**src/rtl/prio_intc_pkg.sv**
```systemverilog
package prio_intc_pkg;
  typedef enum logic {
    PRI_FIXED  = 1'b0,
    PRI_ROTATE = 1'b1
  } pri_mode_e;
endpackage

```
**src/rtl/prio_req_latch.sv**
```systemverilog
module prio_req_latch #(
  parameter int N = 8
) (
  input  logic         clk_i,
  input  logic         rst_ni,
  input  logic [N-1:0] req_i,
  input  logic [N-1:0] clr_i,
  output logic [N-1:0] irr_o
);
  logic [N-1:0] prev_q, irr_q;

  always_ff @(posedge clk_i or negedge rst_ni) begin
    if (!rst_ni) begin
      prev_q <= '0;
      irr_q  <= '0;
    end else begin
      prev_q <= req_i;
      irr_q  <= (irr_q & ~clr_i) | (req_i & ~prev_q);
    end
  end

  assign irr_o = irr_q;

  for (genvar g = 0; g < N; g++) begin : g_chk
    AST_EDGE_LATCH: assert property (@(posedge clk_i) disable iff (!rst_ni)
      $rose(req_i[g]) |=> irr_o[g]);
  end
endmodule

```
**src/rtl/prio_resolve.sv**
```systemverilog
module prio_resolve #(
  parameter int N  = 8,
  parameter int IW = $clog2(N)
) (
  input  logic [N-1:0]  vec_i,
  input  logic [IW-1:0] low_i,
  output logic          any_o,
  output logic [IW-1:0] id_o,
  output logic [IW-1:0] rank_o
);
  logic [IW-1:0] top;
  logic [N-1:0]  rot;

  assign top = low_i + IW'(1);

  // rot[k] is the source at rank k (rank 0 = highest)
  for (genvar g = 0; g < N; g++) begin : g_rot
    localparam logic [IW-1:0] OFS = IW'(g);
    logic [IW-1:0] idx;
    assign idx    = top + OFS;
    assign rot[g] = vec_i[idx];
  end

  always_comb begin
    rank_o = '0;
    for (int k = N - 1; k >= 0; k--) begin
      if (rot[k]) rank_o = IW'(k);
    end
  end

  assign any_o = |rot;
  assign id_o  = top + rank_o;
endmodule

```
**src/rtl/prio_intc.sv**
```systemverilog
module prio_intc
  import prio_intc_pkg::*;
#(
  parameter int N_SRC = 8,
  parameter int VW    = 8,
  localparam int IW   = $clog2(N_SRC)
) (
  input  logic             clk_i,
  input  logic             rst_ni,
  input  logic [N_SRC-1:0] irq_req_i,
  input  logic             cfg_we_i,
  input  logic             cfg_rotate_i,
  input  logic [VW-1:0]    cfg_base_i,
  input  logic             mask_we_i,
  input  logic [N_SRC-1:0] mask_i,
  input  logic             ack_i,
  input  logic             eoi_i,
  output logic             irq_o,
  output logic             vec_valid_o,
  output logic [VW-1:0]    vec_o
);
  localparam logic [IW-1:0] LOW_RST = IW'(N_SRC - 1);

  pri_mode_e        mode_q;
  logic [VW-1:0]    base_q, vec_q;
  logic [IW-1:0]    low_q, eff_low;
  logic [N_SRC-1:0] mask_q, isr_q, irr, ack_set, eoi_clr;
  logic             vec_valid_q, grant;
  logic             req_any, isr_any;
  logic [IW-1:0]    req_id, req_rank, isr_id, isr_rank;

  prio_req_latch #(.N(N_SRC)) u_latch (
    .clk_i (clk_i),
    .rst_ni(rst_ni),
    .req_i (irq_req_i),
    .clr_i (ack_set),
    .irr_o (irr)
  );

  assign eff_low = (mode_q == PRI_ROTATE) ? low_q : LOW_RST;

  prio_resolve #(.N(N_SRC), .IW(IW)) u_req_res (
    .vec_i (irr & ~mask_q),
    .low_i (eff_low),
    .any_o (req_any),
    .id_o  (req_id),
    .rank_o(req_rank)
  );

  prio_resolve #(.N(N_SRC), .IW(IW)) u_isr_res (
    .vec_i (isr_q),
    .low_i (eff_low),
    .any_o (isr_any),
    .id_o  (isr_id),
    .rank_o(isr_rank)
  );

  // strict nesting: only a better-ranked request interrupts
  assign irq_o = req_any && (!isr_any || (req_rank < isr_rank));
  assign grant = ack_i && irq_o;

  always_comb begin
    for (int i = 0; i < N_SRC; i++) begin
      ack_set[i] = grant && (req_id == IW'(i));
      eoi_clr[i] = eoi_i && isr_any && (isr_id == IW'(i));
    end
  end

  always_ff @(posedge clk_i or negedge rst_ni) begin
    if (!rst_ni) begin
      mode_q      <= PRI_FIXED;
      base_q      <= '0;
      low_q       <= LOW_RST;
      mask_q      <= '0;
      isr_q       <= '0;
      vec_q       <= '0;
      vec_valid_q <= 1'b0;
    end else begin
      isr_q       <= (isr_q & ~eoi_clr) | ack_set;
      vec_valid_q <= grant;
      if (grant) vec_q <= base_q + VW'(req_id);
      if (mask_we_i) mask_q <= mask_i;
      if (cfg_we_i) begin
        mode_q <= pri_mode_e'(cfg_rotate_i);
        base_q <= cfg_base_i;
        low_q  <= LOW_RST;
      end else if (eoi_i && isr_any && mode_q == PRI_ROTATE) begin
        low_q <= isr_id;
      end
    end
  end

  assign vec_valid_o = vec_valid_q;
  assign vec_o       = vec_q;

  AST_VALID_CAUSE: assert property (@(posedge clk_i) disable iff (!rst_ni)
    vec_valid_o |-> $past(ack_i && irq_o));
  AST_IDLE_ACK: assert property (@(posedge clk_i) disable iff (!rst_ni)
    (ack_i && !irq_o) |=> !vec_valid_o);
  AST_ISR_GROWS: assert property (@(posedge clk_i) disable iff (!rst_ni)
    (ack_i && irq_o && !eoi_i) |=> $countones(isr_q) == $past($countones(isr_q)) + 1);
  AST_EOI_SHRINK: assert property (@(posedge clk_i) disable iff (!rst_ni)
    (eoi_i && !ack_i && (|isr_q)) |=> $countones(isr_q) == $past($countones(isr_q)) - 1);
  AST_IRQ_UNMASKED: assert property (@(posedge clk_i) disable iff (!rst_ni)
    irq_o |-> |(irr & ~mask_q));
endmodule

```
**config.mk**
```make
export PLATFORM = sky130hd
export DESIGN_NAME = prio_intc
export DESIGN_NICKNAME = d
export VERILOG_FILES = /design/src/rtl/prio_intc_pkg.sv /design/src/rtl/prio_req_latch.sv /design/src/rtl/prio_resolve.sv /design/src/rtl/prio_intc.sv
export SDC_FILE = /design/constraint.sdc
export NUM_CORES = 1
export LEC_CHECK = 0
export CAP_MARGIN = 30
export CORE_ASPECT_RATIO = 0.6
export CORE_MARGIN = 3
export CORE_UTILIZATION = 45
export DETAILED_ROUTE_END_ITERATION = 8
export DONT_BUFFER_PORTS = 1
export MAX_ROUTING_LAYER = met4
export PLACE_DENSITY = 0.61
export SYNTH_ARGS = -nofsm -noshare
export SYNTH_HDL_FRONTEND = slang
export SYNTH_SLANG_ARGS = --single-unit
export TNS_END_PERCENT = 1
```
**constraint.sdc**
```tcl
create_clock -name clk_i -period 11.1 [get_ports clk_i]
set_input_delay 0.555 -clock clk_i [delete_from_list [all_inputs] [get_ports clk_i]]
set_output_delay 0.555 -clock clk_i [all_outputs]
set_load 0.05 [all_outputs]
```
==> summary.txt <==
Clocking
  • Reg clk slew, reported paths: 70 ps
  • Clock Latency Late Sink: 300 ps
  • Root Buffer: clkbuf_16
  • Max clock buf depth: 2
  • Total CTS buffers: 5
  • Htree depth: 2
  • CTS tree: done
  • TritonCTS Sinks: between 50 and 60

Setup path
  • Critical path class: reg -> reg
  • Req. time, crit path: between 10000 and 15000 ps
  • CP Max Fanout: 13
  • Worst setup SP type: flop
  • Worst Setup End Kind: flop
  • Data arrival time of the critical path: 6560 ps

STA
  • Minimum clock period: about 6400 ps
  • Final Skew: 7.75 ps
  • F_max: 0.157 GHz
  • RSZ-0062 raised after global routing: no
  • Tightest Pin Transition: 996 ps
  • # setup viols final: 0
  • Setup ws final: 4720 ps
  • Final Hold Vio Count: 0
  • Fin crit share: 57.5%
  • Setup TNS Final: 0 ps
  • Rel. slew slack: 33.6%
  • Slew Limit Fails: 0

Routing
  • First drt pass iteration count: 4
  • Number of remaining DRC errors: 0
  • Initial DRC Count: 170
  • Post-route ant nets: 0
  • Total vias in the final route: 2364
  • Post-DR wirelength/cell: approximately 20 um
  • Final WL: 7870 um
  • DR vias/cell: 5.98

Outcome
  • Outcome: completed

Yosys
  • Yosys cell types: 53
  • Synth warn: 0
  • Syn Nets: 335
  • Top_reg_cell synth: dfrtp_1
  • Syn Area/Cell: 12.0 um^2
  • Cell count after synthesis: a little under 300
  • Post-synth EDFFs: 0
  • Async S/R FF share, synth: 100%
  • Netlist Area Pre-Place: 0.00349 mm^2
  • Sequential element share of the synthesized area: 38.1%
  • Synth Register Bits: 53

Place
  • Post-DP HPWL: 6060 um
  • Final GP Congestion: between 0.8 and 0.9
  • Pre-CTS setup slack: about 4800 ps
  • Placed cell count: 386
  • PortBufs: 0

Global routing
  • Largest net degree at the start of global routing: 51
  • Number of global-route vias before repair: 2411
  • First-pass GRT wire length: 12700 um
  • Total GRT Usage: 19.3%
  • Antenna violations before repair: 0
  • Grt total ovfl: 0

Flow run
  • Max Cap Viol: 0

Layout
  • Layout area overhead: 7.27%
  • Layout Nets: 333
  • N_diodes: 0
  • Finished Layout Cells: roughly 400
  • Share of layout cells above drive strength 1: 20.6%
  • Leading cell type in the layout, fill and taps excluded: dfrtp_1
  • Most frequent cells in the layout: dfrtp_1 (50), mux2_2 (23), mux2i_1 (22)

Floorplanning
  • Die Ht: 74.3 um
  • Std cell rows: 24
  • Die W: 120 um
  • CORE AREA: roughly 0.0074 mm^2
  • I/O Pins: 41
  • Initial Util: 47.3%
  • Die ar.: 0.00889 mm^2

Hold path
  • Hold/Removal Path Class: in -> async
-- layer usage --
layer  up-vias  part of all wire (%)  GRT usage, %
li1       1089                     -             -
met1      1199                    51          28.5
met2        69                    42          27.1
met3         7                   6.7          4.79
met4         0                  0.78          3.81
met5         -                     0             -
-- registers in the layout (all words and copies together), names as in the netlist, 3 cells and up --
register	flops
mask_q	8
vec_o	8
isr_q	8
u_latch.irr_o	8
u_latch.prev_q	8
low_q	3
base_q	8
-- worst paths after layout --
| kind | from | end | slack [ps] | cells after the start |
|---|---|---|---|---|
| max in group asynchronous | rst_ni | vec_o[7] | 10770 | 1 |
| worst max-delay path | mode_q | vec_o[7] | 4720 | 19 |
| worst min register to register | mask_q[1] | mask_q[1] | 500 | 1 |
| worst max register to register | mode_q | vec_o[7] | 4720 | 19 |
| worst min-delay path | rst_ni | low_q[2] | 100 | 0 |
| min in group clk_i | irq_req_i[6] | u_latch.prev_q[6] | 280 | 0 |
-- metrics by stage --
stage | hold slack, ps | util [%] | instance area (um^2)
after floorplan | 259 | - | 3490
after global placement | 261 | 48.0 | 3540
after detailed placement | 261 | 48.0 | 3540
after CTS | 87.6 | 50.7 | 3750
after global routing | 82.5 | 50.7 | 3750
final | 95.0 | 50.7 | 3750
-- kinds of logic (layout without fill, tap and decap cells) --
kind of cell    count (synthesis)  in the layout  synth area share [%]
compound gates                 42             42                  8.81
xor+xnor                       14             14                  4.33
fa+ha+maj                      12             12                  4.94
buf+inv                        22             21                  3.83
flops                          53             53                  38.1
mux                            70             70                  27.8
simple gates                   79             79                  12.2
-- cell usage after synthesis (6+ instances only) --
cell type	n	share of area (%)
or3_1	6	1.1
o211ai_1	6	1.3
nor2_1	16	1.7
a21oi_1	10	1.4
xnor2_1	6	1.5
inv_1	7	0.75
ha_1	9	3.2
mux4_2	18	12
nand2b_1	15	2.7
mux2i_1	22	6.3
nor2b_1	13	2.3
nand2_1	10	1.1
dfrtp_1	50	36
mux2_2	23	7.4
nor3_1	7	1.0
-- critical path: stages (launching register included) --
cell	delay, ps
dfrtp_1	410
nor2b_1	540
clkinv_1	420
ha_1	360
xnor2_2	730
mux4_2	620
a211oi_1	240
o31ai_1	130
and2_1	170
ha_1	210
fa_1	400
xor2_1	200
xnor2_2	510
inv_4	130
ha_1	350
a21oi_1	110
nor2_1	190
nand3_1	110
xnor2_1	130
mux2_1	280
-- area by class of cell --
cell class,count,area [um^2]
Clock inverter,2,37.5
Inverter,11,46.3
Clock buffer,6,139
Multi-Input combinational cell,217,2030
Fill cell,663,3640
Sequential cell,53,1330
Tap cell,104,130
Timing Repair Buffer,2,35.0
-- what timing repair did --
item	CTS	global route
hold buffers	1	0
setup buffers	0	0
gates resized for setup	0	0
hold endpoints to repair	50	0
Power is not shown: default switching activity piles up to over one toggle a cycle in this logic, so the estimate is an artifact.
